===== src/rtl/fdiv_pkg.sv =====
// Package: shared helpers for the fractional pulse divider.
// Assumes: called only with positive integer arguments at elaboration.
package fdiv_pkg;

    // Width needed to hold values 0 .. n-1 (at least 1 bit).
    function automatic int unsigned idx_w(input int unsigned n);
        return (n > 1) ? $clog2(n) : 1;
    endfunction

endpackage


===== src/rtl/fdiv_phase_acc.sv =====
// Module: phase accumulator that selects NUM cycles out of every DEN enabled cycles.
// On each enabled cycle it adds NUM modulo DEN; the cycle on which the sum
// reaches DEN is selected. Assumes 0 < NUM < DEN.
module fdiv_phase_acc #(
    parameter int unsigned NUM = 40,
    parameter int unsigned DEN = 107
) (
    input  logic clk_i,
    input  logic rst_ni,
    input  logic en_i,
    output logic sel_o
);
    import fdiv_pkg::*;

    localparam int unsigned AW = idx_w(DEN) + 1;
    localparam logic [AW-1:0] STEP   = AW'(NUM);
    localparam logic [AW-1:0] MODULO = AW'(DEN);
    localparam logic [AW-1:0] THRESH = AW'(DEN - NUM);

    logic [AW-1:0] acc_q;
    logic          wrap;

    // Wrap detection: the next addition would reach the modulus.
    always_comb begin
        wrap  = (acc_q >= THRESH);
        sel_o = en_i && wrap;
    end

    // Phase update: add the step modulo DEN when enabled, hold otherwise.
    always_ff @(posedge clk_i) begin
        if (!rst_ni) begin
            acc_q <= '0;
        end else if (en_i) begin
            if (wrap) acc_q <= acc_q + STEP - MODULO;
            else      acc_q <= acc_q + STEP;
        end
    end

    assert_acc_in_range_R2: assert property (@(posedge clk_i) disable iff (!rst_ni)
        acc_q < MODULO);
    assert_hold_when_idle_R6: assert property (@(posedge clk_i) disable iff (!rst_ni)
        !en_i |=> $stable(acc_q));
    assert_single_cycle_R1: assert property (@(posedge clk_i) disable iff (!rst_ni)
        sel_o |=> !sel_o);
    assert_reset_clears_R8: assert property (@(posedge clk_i)
        !rst_ni |=> acc_q == '0);

endmodule


===== src/rtl/fdiv_frame_ctr.sv =====
// Module: counts enabled cycles modulo DEN and flags the last cycle of a frame.
// Assumes DEN >= 2. The count holds while the enable is low.
module fdiv_frame_ctr #(
    parameter int unsigned DEN = 107
) (
    input  logic clk_i,
    input  logic rst_ni,
    input  logic en_i,
    output logic last_o
);
    import fdiv_pkg::*;

    localparam int unsigned CW = idx_w(DEN);
    localparam logic [CW-1:0] LAST = CW'(DEN - 1);

    logic [CW-1:0] cnt_q;

    // Last-cycle flag for the current frame position.
    always_comb last_o = (cnt_q == LAST);

    // Frame position: advance on enable, wrap to zero after the last cycle.
    always_ff @(posedge clk_i) begin
        if (!rst_ni)      cnt_q <= '0;
        else if (en_i)    cnt_q <= last_o ? '0 : cnt_q + 1'b1;
    end

    assert_cnt_in_range_R4: assert property (@(posedge clk_i) disable iff (!rst_ni)
        cnt_q <= LAST);
    assert_frame_wraps_R4: assert property (@(posedge clk_i) disable iff (!rst_ni)
        (en_i && last_o) |=> cnt_q == '0);
    assert_frame_hold_R6: assert property (@(posedge clk_i) disable iff (!rst_ni)
        !en_i |=> $stable(cnt_q));

endmodule


===== src/rtl/fdiv_square.sv =====
// Module: toggle stage giving a squared-up output at half the pulse rate.
// Assumes its input is a single-cycle pulse in the same clock domain.
module fdiv_square (
    input  logic clk_i,
    input  logic rst_ni,
    input  logic pulse_i,
    output logic sq_o
);
    logic sq_q;

    // Toggle register: invert on each pulse.
    always_ff @(posedge clk_i) begin
        if (!rst_ni)      sq_q <= 1'b0;
        else if (pulse_i) sq_q <= ~sq_q;
    end

    // Output drive.
    always_comb sq_o = sq_q;

    assert_toggle_on_pulse_R7: assert property (@(posedge clk_i) disable iff (!rst_ni)
        pulse_i |=> sq_o != $past(sq_o));
    assert_hold_no_pulse_R7: assert property (@(posedge clk_i) disable iff (!rst_ni)
        !pulse_i |=> $stable(sq_o));

endmodule


===== src/rtl/frac_pulse_div.sv =====
// Module: fractional pulse-selecting divider (top).
// Selects NUM of every DEN enabled reference cycles, spread evenly by a phase
// accumulator. It flags each DEN-cycle frame on its final pulse and can add
// a half-rate square output. Assumes 0 < NUM < DEN and that DEN is a
// multiple of the accumulator period, so each frame ends on a pulse
// (true for 40/107).
module frac_pulse_div #(
    parameter int unsigned NUM       = 40,
    parameter int unsigned DEN       = 107,
    parameter bit          SQUARE_EN = 1'b1
) (
    input  logic clk_i,
    input  logic rst_ni,
    input  logic en_i,
    output logic pulse_o,
    output logic square_o,
    output logic frame_o
);
    logic sel;
    logic last;

    fdiv_phase_acc #(.NUM(NUM), .DEN(DEN)) u_acc (
        .clk_i (clk_i),
        .rst_ni(rst_ni),
        .en_i  (en_i),
        .sel_o (sel)
    );

    fdiv_frame_ctr #(.DEN(DEN)) u_frame (
        .clk_i (clk_i),
        .rst_ni(rst_ni),
        .en_i  (en_i),
        .last_o(last)
    );

    // Output selection: the pulse and the frame strobe on the frame's final cycle.
    always_comb begin
        pulse_o = sel;
        frame_o = en_i && last;
    end

    generate
        if (SQUARE_EN) begin : g_square
            fdiv_square u_sq (
                .clk_i  (clk_i),
                .rst_ni (rst_ni),
                .pulse_i(sel),
                .sq_o   (square_o)
            );
        end else begin : g_no_square
            assign square_o = 1'b0;
        end
    endgenerate

    assert_frame_on_pulse_R4: assert property (@(posedge clk_i) disable iff (!rst_ni)
        frame_o |-> pulse_o);
    assert_pulse_needs_en_R1: assert property (@(posedge clk_i) disable iff (!rst_ni)
        pulse_o |-> en_i);

endmodule


===== config.mk =====
export PLATFORM = sky130hd
export DESIGN_NAME = frac_pulse_div
export DESIGN_NICKNAME = d
export VERILOG_FILES = /design/src/rtl/fdiv_pkg.sv /design/src/rtl/fdiv_phase_acc.sv /design/src/rtl/fdiv_frame_ctr.sv /design/src/rtl/fdiv_square.sv /design/src/rtl/frac_pulse_div.sv
export SDC_FILE = /design/constraint.sdc
export NUM_CORES = 1
export LEC_CHECK = 0
export ABC_CLOCK_PERIOD_IN_PS = 2500
export CORE_UTILIZATION = 40
export DETAILED_ROUTE_END_ITERATION = 12
export DONT_BUFFER_PORTS = 1
export PLACE_DENSITY_LB_ADDON = 0.15
export SYNTH_ARGS = -nofsm -noshare
export SYNTH_HDL_FRONTEND = slang
export SYNTH_SLANG_ARGS = --single-unit

===== constraint.sdc =====
create_clock -name clk_i -period 2.5 [get_ports clk_i]
set_clock_uncertainty 0.15 [all_clocks]
set_input_delay 0.125 -clock clk_i [delete_from_list [all_inputs] [get_ports clk_i]]
set_output_delay 0.125 -clock clk_i [all_outputs]
set_load 0.1 [all_outputs]

==> flow_summary.toml <==
[run_status]
outcome = "complete, no violations"

[sta]
maxSlewViolCount = 0
hold_viol = 0
setup_viol_count_final = 0
fin_tns_setup_ns = 0
min_period_ns = 2.13
tightest_slew_ns = 0.477
slew_headroom_pct = 68.1
rsz0062_at_grt = "no"
timing.fmax_mhz = 469
fin_crit_sh_pct = 85.3
whs_ns = 0.0279

[power]
p_sw_uw = 173
p_int_uw = 381
clockPowerShare_pct = 23.7
p_comb_share_pct = 23.3
max-vdd-ir-drop_uv = 340
leakage_nw = 0.404
power_uw = 554
seq_power_share_pct = 53.0
powerDensity_mw_per_mm2 = 548
swShare_pct = 31.3

[layout]
synthToLayoutAreaGrowth_pct = 10.1
layout.nets = 123
diodes = 0
drive_above_1_share_pct = 8.85

[clock_tree]
h-tree-depth = 1
clk_pin_slew_ns = 0.09
cts_buffers = 3
cts.sinks = 16
insertion_delay_ns = 0.28
cts-root-buf = "clkbuf_4"
cts_tree = "done"
clock_path_buffers = 2
post_cts_resized = 0

[detailed_routing]
drtIter0Drc = 18
drc_errors = 0
via_per_inst = 5.35
drt_pass1_iterations = 4
wl_per_cell_um = 11.6
ant_nets = 0
num_vias = 749
wirelength_um = 1620

[synth]
syn_area_sq_um = 918
syn-num-nets = 117
syn_inst = 109
yosysSeqAreaShare_pct = 34.9
ys_types = 35
synth_async_sr_flop_share_pct = 0
yosys_warnings = 0
synth_ff_type = "dfxtp_1"
avgSynthCellArea_sq_um = 8.43
synth_edf_count = 0
ys_ff_latch = 16

[floorplanning]
initial_core_util_pct = 44.5
pin_count = 6
die_h_um = 49.9
row_count = 16
fp.dieArea_sq_mm = 0.00249
die_x_um = 49.9
coreArea_sq_mm = 0.00206

[critical_path]
critPathBufInv = 2
required_ns = 2.58
endpoint_kind = "flop"
max_stage_delay_ns = 0.57
crit_path_cell_trace = "inv_1 -> ha_1 -> nand4b_1 -> nor3_4 -> nand2b_1 -> a211oi_1 -> dlygate4sd3_1"
critPathTopFamily = "buffers and inverters"
cp-start-kind = "flop"
cp_data_arrival_time_ns = 2.22
path_class = "reg -> reg"
crit_fanout = 7
crit_slowest_cell = "dlygate4sd3_1"

[flow_run]
cap_violations = 0

[global_routing]
grt_pass1_wl_um = 2920
grt_usage_pct = 15.4
antenna_found_initial = 0
grt_pass1_vias = 668
grt_start_max_net_pins = 14
grt_overflow = 0

[hold_path]
hold_path.class = "in -> reg"

[place]
portBuffers = 0
dp_hpwl_um = 1170
gp_congestion = 0.800
## state kept, by name (all words and copies together) (netlist names)
register / cells
g_square.u_sq.sq_o: 1
u_acc.acc_q: 8
u_frame.cnt_q: 7
## kinds of logic after synthesis
kind of cell,after synthesis,synth area share [%]
compound gates,23,17.6
buf+inv,8,4.50
fa+ha+maj,5,6.81
flops,16,34.9
simple gates,45,24.7
mux,1,1.09
xor+xnor,11,10.5
## power groups by stage
stage | clock, mW | sequential [mW] | combinational (mW)
3_5_place_dp | 0 | 0.300 | 0.119
3_3_place_gp | 0 | 0.299 | 0.118
5_1_grt | 0.149 | 0.298 | 0.144
2_1_floorplan | 0 | 0.300 | 0.106
6_report | 0.131 | 0.294 | 0.129
4_1_cts | 0.145 | 0.293 | 0.129
## stage by stage
step	instance area, sq um	setup WS (ns)	util, %	cells
floorplan	930	0.379	-	109
global placement	958	0.621	46.5	134
detailed placement	958	0.584	46.5	134
CTS	1010	0.368	49.0	140
global route	1010	0.199	49.0	140
finish	1010	0.367	49.0	140
## metal layers
layer	wire length [um]	global-route usage (%)	vias up
met5	0	0	-
met4	10	4.29	0
met3	94	6.17	2
met2	705	24.3	21
met1	812	19.1	337
li1	-	-	389
## worst register-to-register path, cell delays in order (launching register included)
cell and delay, ns:
dfxtp_1 0.39, inv_1 0.06, ha_1 0.19, nand4b_1 0.13
nor3_4 0.06, nand2b_1 0.25, a211oi_1 0.27, dlygate4sd3_1 0.57
## path summary, 6_finish.rpt
kind	startpoint	end	slack [ns]	depth (start not counted)
setup reg to reg	u_frame.cnt_q[0]	u_frame.cnt_q[1]	0.37	7
hold reg to reg	u_frame.cnt_q[6]	u_frame.cnt_q[6]	0.38	2
hold / removal	en_i	u_acc.acc_q[3]	0.03	3
setup / recovery	u_frame.cnt_q[0]	u_frame.cnt_q[1]	0.37	7
## layout by cell type (no fill, tap or decap), types with 3 or more instances in the layout
| cell | synthesis | layout |
|---|---|---|
| ha_1 | 5 | 5 |
| nand2b_1 | 3 | 3 |
| dlygate4sd3_1 | 0 | 3 |
| xnor2_1 | 5 | 5 |
| dfxtp_1 | 16 | 16 |
| a21oi_1 | 3 | 3 |
| o211ai_1 | 3 | 3 |
| buf_4 | 1 | 3 |
| inv_1 | 3 | 3 |
| nor2_1 | 14 | 14 |
| xor2_1 | 6 | 6 |
| clkbuf_4 | 0 | 3 |
| o21ai_0 | 4 | 4 |
| and2_1 | 5 | 5 |
| nand2_1 | 9 | 9 |
## synthesized netlist by cell type, drive strengths merged (3+ instances only)
library cell | n | area, sq um
clkbuf | 3 | 11.3
xor2 | 6 | 52.6
nor2b | 3 | 18.8
xnor2 | 5 | 43.8
nand2b | 3 | 18.8
nor2 | 14 | 52.6
and2 | 5 | 31.3
ha | 5 | 62.6
inv | 3 | 11.3
dfxtp | 16 | 320
o21ai | 4 | 20.0
nand2 | 9 | 33.8
a21oi | 4 | 23.8
o211ai | 3 | 22.5
## layout make-up
class | instances | area (sq um)
sequential | 16 | 320
multi-input combinational | 85 | 571
timing repair buffer | 6 | 52.6
inverter | 3 | 11.3
tap | 27 | 33.8
clock buffer | 3 | 22.5
fill | 203 | 1050
## repair_timing
| item | in CTS | in global routing |
|---|---|---|
| endpoints found under the setup margin | 0 | 0 |
| hold buffers | 3 | 0 |
| buffers inserted | 0 | 0 |
| endpoints found under the hold margin | 16 | 0 |
No activity file was read; power rests on OpenSTA's default activity.
